<file path="src/rtl/irq_coal_pkg.sv">
package irq_coal_pkg;

   localparam int unsigned NSRC = 10;
   localparam int unsigned LANES = 2;

   // Lane groups: receive holds bits 0,6; transmit holds bits 2,4
   localparam logic [NSRC-1:0] RX_GRP = 10'h041;
   localparam logic [NSRC-1:0] TX_GRP = 10'h014;
   localparam logic [NSRC-1:0] COAL_ALL = RX_GRP | TX_GRP;

   typedef enum logic [1:0] {
      ADDR_STAT = 2'd0,
      ADDR_MASK = 2'd1,
      ADDR_CTRL = 2'd2,
      ADDR_NONE = 2'd3
   } reg_addr_e;

   // One byte of the control register per lane
   typedef struct packed {
      logic       long_cyc;
      logic [2:0] thr;
      logic [3:0] tmo;
   } lane_cfg_t;

endpackage

</file>
<file path="src/rtl/coal_cycle_sel.sv">
module coal_cycle_sel #(
   parameter int unsigned BASE_CLKS = 512,
   localparam int unsigned CW = $clog2(BASE_CLKS * 160 + 1)
) (
   input  logic          speed100_i,
   input  logic          long_i,
   output logic [CW-1:0] len_o
);

   localparam logic [CW-1:0] LEN_FAST_NORM = CW'(BASE_CLKS);
   localparam logic [CW-1:0] LEN_SLOW_NORM = CW'(BASE_CLKS * 10);
   localparam logic [CW-1:0] LEN_FAST_LONG = CW'(BASE_CLKS * 16);
   localparam logic [CW-1:0] LEN_SLOW_LONG = CW'(BASE_CLKS * 160);

   always_comb begin
      unique case ({speed100_i, long_i})
         2'b10:   len_o = LEN_FAST_NORM;
         2'b11:   len_o = LEN_FAST_LONG;
         2'b00:   len_o = LEN_SLOW_NORM;
         default: len_o = LEN_SLOW_LONG;
      endcase
   end

endmodule

</file>
<file path="src/rtl/coal_lane.sv">
module coal_lane
   import irq_coal_pkg::*;
#(
   parameter int unsigned N_SRC     = 10,
   parameter int unsigned BASE_CLKS = 512,
   localparam int unsigned CW = $clog2(BASE_CLKS * 160 + 1)
) (
   input  logic             clk,
   input  logic             rst_n,
   input  logic [N_SRC-1:0] evt_i,
   input  logic             speed100_i,
   input  lane_cfg_t        cfg_i,
   output logic [N_SRC-1:0] rel_o
);

   logic [N_SRC-1:0] held_q;
   logic [2:0]       cnt_q;
   logic             act_q;
   logic [CW-1:0]    sub_q;
   logic [3:0]       units_q;
   logic [CW-1:0]    cyc_len;

   logic       any_evt, hit_cnt, tick, expire, release_now;
   logic [3:0] thr_eff;

   coal_cycle_sel #(.BASE_CLKS(BASE_CLKS)) u_cyc (
      .speed100_i (speed100_i),
      .long_i     (cfg_i.long_cyc),
      .len_o      (cyc_len)
   );

   always_comb begin
      any_evt     = |evt_i;
      thr_eff     = (cfg_i.thr == 3'd0) ? 4'd1 : {1'b0, cfg_i.thr};
      hit_cnt     = any_evt && (({1'b0, cnt_q} + 4'd1) >= thr_eff);
      tick        = act_q && (sub_q >= (cyc_len - CW'(1)));
      expire      = act_q && ((cfg_i.tmo == 4'd0) ||
                              (tick && (units_q == (cfg_i.tmo - 4'd1))));
      release_now = hit_cnt || expire;
      rel_o       = release_now ? (held_q | evt_i) : '0;
   end

   always_ff @(posedge clk or negedge rst_n) begin
      if (!rst_n) begin
         held_q  <= '0;
         cnt_q   <= '0;
         act_q   <= 1'b0;
         sub_q   <= '0;
         units_q <= '0;
      end else if (release_now) begin
         held_q  <= '0;
         cnt_q   <= '0;
         act_q   <= 1'b0;
         sub_q   <= '0;
         units_q <= '0;
      end else begin
         held_q <= held_q | evt_i;
         if (any_evt) cnt_q <= cnt_q + 3'd1;
         if (!act_q) begin
            if (any_evt && (cfg_i.tmo != 4'd0)) begin
               act_q   <= 1'b1;
               sub_q   <= '0;
               units_q <= '0;
            end
         end else if (tick) begin
            sub_q   <= '0;
            units_q <= units_q + 4'd1;
         end else begin
            sub_q <= sub_q + CW'(1);
         end
      end
   end

endmodule

</file>
<file path="src/rtl/irq_coalesce_unit.sv">
module irq_coalesce_unit
   import irq_coal_pkg::*;
#(
   parameter int unsigned N_SRC     = 10,
   parameter int unsigned BASE_CLKS = 512,
   parameter int unsigned DATA_W    = 32
) (
   input  logic              clk,
   input  logic              rst_n,
   input  logic [N_SRC-1:0]  evt_i,
   input  logic              speed100_i,
   input  logic              wr_en_i,
   input  logic [1:0]        wr_addr_i,
   input  logic [DATA_W-1:0] wr_data_i,
   input  logic [1:0]        rd_addr_i,
   output logic [DATA_W-1:0] rd_data_o,
   output logic              irq_o
);

   localparam int unsigned CTRL_W = 8 * LANES;
   localparam logic [LANES-1:0][N_SRC-1:0] LANE_GRP = {TX_GRP, RX_GRP};

   if (N_SRC != NSRC) begin : g_bad_nsrc
      $error("irq_coalesce_unit: N_SRC must equal %0d", NSRC);
   end
   if (BASE_CLKS < 1) begin : g_bad_base
      $error("irq_coalesce_unit: BASE_CLKS must be at least 1");
   end
   if (DATA_W < CTRL_W) begin : g_bad_dw
      $error("irq_coalesce_unit: DATA_W must hold the control word");
   end

   logic [N_SRC-1:0]             stat_q, mask_q;
   logic [CTRL_W-1:0]            ctrl_q;
   logic [LANES-1:0][N_SRC-1:0]  rel_v;
   logic [N_SRC-1:0]             rel_all, set_vec, clr_vec;

   for (genvar g = 0; g < LANES; g++) begin : g_lane
      coal_lane #(.N_SRC(N_SRC), .BASE_CLKS(BASE_CLKS)) u_lane (
         .clk        (clk),
         .rst_n      (rst_n),
         .evt_i      (evt_i & LANE_GRP[g]),
         .speed100_i (speed100_i),
         .cfg_i      (lane_cfg_t'(ctrl_q[8*g +: 8])),
         .rel_o      (rel_v[g])
      );
   end

   always_comb begin
      rel_all = '0;
      for (int l = 0; l < LANES; l++) rel_all = rel_all | rel_v[l];
      set_vec = (evt_i & ~COAL_ALL) | rel_all;
      clr_vec = (wr_en_i && (wr_addr_i == ADDR_STAT)) ? wr_data_i[N_SRC-1:0] : '0;
   end

   always_ff @(posedge clk or negedge rst_n) begin
      if (!rst_n) begin
         stat_q <= '0;
         mask_q <= '0;
         ctrl_q <= '0;
      end else begin
         stat_q <= (stat_q & ~clr_vec) | set_vec;
         if (wr_en_i && (wr_addr_i == ADDR_MASK)) mask_q <= wr_data_i[N_SRC-1:0];
         if (wr_en_i && (wr_addr_i == ADDR_CTRL)) ctrl_q <= wr_data_i[CTRL_W-1:0];
      end
   end

   always_comb begin
      rd_data_o = '0;
      unique case (reg_addr_e'(rd_addr_i))
         ADDR_STAT: rd_data_o[N_SRC-1:0]  = stat_q;
         ADDR_MASK: rd_data_o[N_SRC-1:0]  = mask_q;
         ADDR_CTRL: rd_data_o[CTRL_W-1:0] = ctrl_q;
         default:   rd_data_o = '0;
      endcase
   end

   assign irq_o = |(stat_q & mask_q);

endmodule

</file>
<file path="config.mk">
export PLATFORM = sky130hd
export DESIGN_NAME = irq_coalesce_unit
export DESIGN_NICKNAME = d
export VERILOG_FILES = /design/src/rtl/irq_coal_pkg.sv /design/src/rtl/coal_cycle_sel.sv /design/src/rtl/coal_lane.sv /design/src/rtl/irq_coalesce_unit.sv
export SDC_FILE = /design/constraint.sdc
export NUM_CORES = 1
export LEC_CHECK = 0
export ABC_AREA = 1
export BUFFER_PORTS_ARGS = -buffer_cell sky130_fd_sc_hd__buf_2
export CAP_MARGIN = 20
export CORE_MARGIN = 2
export CORE_UTILIZATION = 55
export DETAILED_ROUTE_END_ITERATION = 8
export GPL_TIMING_DRIVEN = 1
export PLACE_DENSITY = 0.78
export SYNTH_ARGS = -nofsm -noshare
export SYNTH_HDL_FRONTEND = slang
export SYNTH_HIERARCHICAL = 1
export SYNTH_SLANG_ARGS = --single-unit
</file>
<file path="constraint.sdc">
create_clock -name clk -period 2.9 [get_ports clk]
set_clock_uncertainty 0.15 [all_clocks]
set_input_delay 0.435 -clock clk [delete_from_list [all_inputs] [get_ports clk]]
set_output_delay 0.435 -clock clk [all_outputs]
set_load 0.01 [all_outputs]
</file>
==> results of run 1 <==
## layer usage
layer  part of all wire  vias up  track usage
li1                   -     3368            -
met1               0.44     3158        0.297
met2               0.51      161        0.399
met3              0.040       27       0.0318
met4              0.017        0       0.0654
met5                  0        -            0
## cells in the mapped netlist, types with 3 or more instances
library cell    n
nand2_2        12
xnor2_1        24
nor2_1         83
nor4_1          4
ha_1           52
nand2_4         3
o21ai_2        10
nor2_4         11
inv_2          22
dfrtp_1       106
nor2_2         28
conb_1          3
o22ai_1         8
nand4_1         8
xor2_1         48
nor3_2         10
inv_1         130
nand2_1       226
a21oi_1        30
a21oi_2        20
a21o_1          4
o21ai_0        18
nor3_1         12
buf_2           4
nand3_1        72
buf_4          43
buf_6           8
## power by group
group | switching, uW | leakage [uW] | internal (uW)
Sequential | 247 | 0.00135 | 1790
Clock | 526 | 0.000127 | 607
Combinational | 2580 | 0.00320 | 1860
## layout make-up
| type | count | area (sq um) | share of cell area |
|---|---|---|---|
| multi-input cells | 763 | 4910 | 0.514 |
| inverters | 154 | 628 | 0.0657 |
| repair inverters | 2 | 25.0 | 0.00262 |
| repair buffers | 108 | 841 | 0.0880 |
| clock inverters | 2 | 12.5 | 0.00131 |
| clock buffers | 14 | 254 | 0.0266 |
| flip-flops and latches | 106 | 2660 | 0.278 |
| well taps | 184 | 230 | 0.0241 |
## flip-flops by register name, indices dropped and copies added (netlist names)
name,count
g_lane.u_lane/held_q,20
mask_q,10
g_lane.u_lane/act_q,2
stat_q,10
g_lane.u_lane/units_q,8
g_lane.u_lane/sub_q,34
g_lane.u_lane/cnt_q,6
ctrl_q,16
## final timing paths
kind	startpoint	depth (start not counted)	end	slack, ns
max in group asynchronous	rst_n	3	ctrl_q[7]	1.42
setup reg to reg	ctrl_q[7]	23	g_lane[0].u_lane/units_q[0]	-0.28
hold reg to reg	stat_q[1]	2	stat_q[1]	0.35
setup / recovery	ctrl_q[7]	23	g_lane[0].u_lane/units_q[0]	-0.28
min in group asynchronous	rst_n	2	g_lane[1].u_lane/cnt_q[0]	0.46
hold / removal	evt_i[9]	3	stat_q[9]	0.13
## logic make-up (layout without fill, tap and decap cells)
kind of cell,count (synthesis),in the layout,synth area share
xor+xnor,74,74,0.0832
fa+ha+maj,52,52,0.0816
buf+inv,212,280,0.133
compound gates,98,98,0.0832
flops,106,106,0.333
simple gates,479,479,0.285
other cells,3,60,0.00141
## layout by cell type (no fill, tap or decap), drive strengths merged, types with 6 or more instances in the layout
master	n
dfrtp	106
inv	155
clkbuf	15
buf	106
conb	60
o21ai	30
nor2	122
nor3	22
nand2	241
nand3	74
ha	52
o22ai	8
nand4	8
nor4	6
xnor2	24
a21oi	50
xor2	50
## per-stage QoR
step / TNS, ns / hold WS [ns] / setup WS (ns)
floorplan: -0.00878 / -0.0106 / -0.00146
finish: -11.56 / 0.135 / -0.281
global placement: -25.98 / 0.295 / -0.431
detailed placement: -31.78 / 0.299 / -0.540
global route: -28.53 / 0.138 / -0.521
CTS: -3.10 / 0.133 / -0.151
## timing repair
item | CTS | global route
cloned | 3 | 2
buffers inserted | 8 | 4
setup endpoints to repair | 80 | 80
hold buffers | 1 | 0
gates resized for setup | 48 | 65
endpoints found under the hold margin | 38 | 0
pin swaps | 12 | 28
## critical path: cells and delay by family (launching register included)
family / cells / cell delay [ns]
buffers and inverters: 4 / 0.45
and+or+nand+nor: 17 / 1.56
xor gates and xnor gates: 1 / 0.18
DFF: 1 / 0.46
adders and majority gates: 1 / 0.28
==> results.md, run 1 <==
- Setup violators final: 67
- Leakage: 0.00468 uW
- Area leader, netlist: dfrtp_1
- GRT Total Usage: 0.229
- Post-synth EDFFs: 0
- RSZ-0062 raised after global routing: true
- Post-synthesis register bit count: 106
- Fmax: 314 MHz
- Share of post-route cells with drive strength above 1: 0.273
- CTS HTree Levels: 3
- Synth Instances: 1,024
- Starting DRT DRC Count: 412
- Reg clk slew, reported paths: 0.07 ns
- Tmin final: 3.18 ns
- Max_cap viols: 0
- Die width: 124 um
- Avg Inst Size Synth: 7.79 sq um
- Wire per inst: 13.5 um
- Routed wire length: 17,900 um
- Final net count: 1,246
- Post-DP HPWL: 12,500 um
- DRC Markers: 0
- Failing checks: setup timing
- Placed Instances: 1,300
- Worst Path Required: 2.99 ns
- Antenna violations before repair: 0
- Fin crit share: 1.10
- Fin util: 0.665
- Ys flop type: dfrtp_1
- Critical Path End Type: flop
- Initial Util: 0.555
- Most frequent CP cell: nand2_2
- Sink Count: 106
- Std-Cell Rows: 44
- Final Hold Vio Count: 0
- Root Driver: clkbuf_16
- Final worst slack: -0.281 ns
- Drt pass-1 iters: 5
- Slowest Stage Delay on Critical Path: 0.46 ns
- Dpl cell area: 8610 sq um
- Port bufs: 50
- Worst VDD drop: 0.688 mV
- Die Y: 124 um
- Max Buffers Root-to-Sink: 2
- Pin count of the biggest net entering global routing: 47
- Layout area overhead: 19.8%
- Routability cong.: 0.858
- Fraction of registers with async set/reset: 1.00
- Detailed-route via count: 6,714
- Number of global-route vias before repair: 6,474
- Setup crit start kind: flop
- Fin area: 9560 sq um
- Inserted Clock Buffers: 9
- Slew Viols, Final: 0
- Slowest CP cell: dfrtp_2
- Yosys warnings: 6
- Fin cells: 1,333
- Kind of critical path: flop to flop
- Clock Latency Late Sink: 0.35 ns
- P per Cell Area: 796 nW/um^2
- First-pass GRT wire length: 29,400 um
- Die area: 15,500 sq um
- Tot Pwr: 7610 uW
- Netlist cell types: 40
- Core box area: 14,400 sq um
- Synthesized area: 7970 sq um
- CP max FO: 5
- Grt total ovfl: 0
- Hold WC Path Type: input pin to flop
- CTS tree: done
- Antenna cells: 0
- Post-route ant nets: 0
- Crit path arrival time: 3.27 ns
- Vias per cell: 5.04
- FILL cells: 1,129
- Status: finished with violations
- Synth area leaders: dfrtp_1, nand2_1, ha_1
- Critical Path, Cell by Cell: nor2_4 > inv_2 > nand4_1 > nor3_2 > nand3_1 > xnor2_1 > inv_1 > ha_4 > nand2_4 > nor2_4 > nand2_2 > nor2_2 > nor2_2 > nand2_2 > nand2_2 > nand2_2 > nand2_4 > buf_4 > nand3_4 > nand2_8 > buf_6 > nand2_1 > nand2_1
- Sequential area share after synthesis: 0.333
- Slew @ Worst Pin: 0.714 ns
- Rel. slew slack: 0.522
- Share of Yosys cell area claimed by the top area cell type: 0.333
- Io pins: 83
Power figures use the tool's default switching activity.
==> run 2, diff against run 1 <==
Settings changed: SETUP_SLACK_MARGIN from default to 0.15.
==> results.md, run 2 (synthesis gave the netlist of run 1 again) <==
- Status: finished with violations
- Failing checks: hold timing, setup timing
- P per Cell Area: 809 nW/um^2
- Reg area: 2660 sq um
- First-pass GRT wire length: 29,200 um
- Worst VDD drop: 0.669 mV
- Hold WC Path Type: input pin to async pin
- Routed wire length: 18,300 um
- Root Driver: clkbuf_16
- Post-route ant nets: 0
- Max reg flops: 34
- Commonest non-fill, non-tap cell in the layout: nand2_1
- Kind of critical path: flop to flop
- Fmax: 311 MHz
- RSZ-0062 raised after global routing: true
- Inserted Clock Buffers: 9
- CP max FO: 8
- Starting DRT DRC Count: 513
- Area of the multi-input gates: 4910 sq um
- Min Hold Slack: -0.00709 ns
- CTS tree: done
- FILL cells: 1,096
- Share of post-route cells with drive strength above 1: 0.289
- Setup crit start kind: flop
- Port bufs: 50
- Drt pass-1 iters: 5
- Pin count of the biggest net entering global routing: 55
- Die area: 15,500 sq um
- Die width: 124 um
- CTS HTree Levels: 3
- Rel. slew slack: 0.507
- Critical Path End Type: flop
- GRT Total Usage: 0.225
- Grt total ovfl: 0
- Std-Cell Rows: 44
- Post-DP HPWL: 12,400 um
- Crit path arrival time: 3.29 ns
- Vias per cell: 5.03
- Final net count: 1,257
- Most frequent cells in the layout: nand2_1, inv_1, dfrtp_1
- Post-place setup slack: -0.462 ns
- Die Y: 124 um
- Setup violators final: 70
- Layout area overhead: 21.5%
- Max_cap viols: 0
- Worst Path Required: 2.97 ns
- Largest Register: g_lane.u_lane/sub_q
- Wire per inst: 13.6 um
- Fin crit share: 1.11
- Final Hold Vio Count: 2
- Number of global-route vias before repair: 6,385
- Core box area: 14,400 sq um
- Max Buffers Root-to-Sink: 2
- Biggest regs: g_lane.u_lane/sub_q x34, g_lane.u_lane/held_q x20, ctrl_q x16
- Routability cong.: 0.825
- Clock Latency Late Sink: 0.34 ns
- DRC Markers: 0
- Slew Viols, Final: 0
- Antenna violations before repair: 0
- Sink Count: 106
- Final worst slack: -0.315 ns
- Antenna cells: 0
- Slew @ Worst Pin: 0.738 ns
- Reg clk slew, reported paths: 0.07 ns
- Detailed-route via count: 6,745
- Initial Util: 0.555
- Leakage: 0.00475 uW
- Tmin final: 3.22 ns
- Io pins: 83
-- run 2: cell type report --
type / count / share of cell area
clock inverters: 3 / 0.00413
inverters: 154 / 0.0643
flip-flops and latches: 106 / 0.274
repair inverters: 2 / 0.00284
repair buffers: 119 / 0.0974
multi-input cells: 763 / 0.507
clock buffers: 11 / 0.0261
well taps: 184 / 0.0238
-- run 2: power by group --
group	internal, uW	leakage [uW]	switching, uW
clock network	704	0.000147	521
registers	1790	0.00135	243
logic	1960	0.00326	2610
-- run 2: final timing paths --
| path | depth (start not counted) | endpoint | from | slack [ns] |
|---|---|---|---|---|
| max | 23 | stat_q[5] | ctrl_q[15] | -0.32 |
| min | 1 | ctrl_q[13] | rst_n | -0.007 |
| max reg2reg | 23 | stat_q[5] | ctrl_q[15] | -0.32 |
| min reg2reg | 2 | ctrl_q[12] | ctrl_q[12] | 0.36 |
| max in group asynchronous | 2 | g_lane[0].u_lane/sub_q[4] | rst_n | 1.91 |
| min in group clk | 3 | stat_q[3] | evt_i[3] | 0.14 |
-- run 2: metal layers --
metal	wire length, um	global-route usage	vias to the layer above
li1	-	-	3386
met3	711	0.0288	33
met1	8040	0.297	3157
met5	0	0	-
met2	9110	0.384	169
met4	432	0.0753	0
-- run 2: worst max-delay path: stages, from the launching register on --
cell	delay, ns
dfrtp_2	0.48
buf_6	0.15
nand2_2	0.05
inv_2	0.04
inv_1	0.07
nand2_2	0.07
nor4_4	0.29
xnor2_1	0.12
ha_1	0.31
nand2_1	0.09
a21oi_2	0.05
nor2_1	0.10
nand2_1	0.07
nor2_2	0.13
nand2_2	0.10
nand2_2	0.08
nand2_2	0.06
nand2_4	0.09
nand2_4	0.09
inv_4	0.09
buf_12	0.13
a21oi_2	0.05
nor3_2	0.12
nand2_1	0.09
-- run 2: metrics by stage --
stage | total power (uW) | setup TNS, ns | utilization | instance area (sq um) | instances
finish | 7830 | -11.05 | 0.674 | 9690 | 1342
global route | 8260 | -25.11 | 0.674 | 9690 | 1342
CTS | 6750 | -4.54 | 0.639 | 9180 | 1322
detailed placement | 5210 | -28.10 | 0.599 | 8600 | 1299
global placement | 5130 | -25.38 | 0.599 | 8600 | 1299
floorplan | 4380 | -0.00878 | - | 8250 | 1081
-- run 2: what timing repair did --
item,4_1_cts,5_1_grt
resized for setup,48,77
hold buffers,0,0
cloned,1,3
hold endpoints to repair,0,0
setup buffers,8,17
endpoints found under the setup margin,80,80
pin swaps,31,49
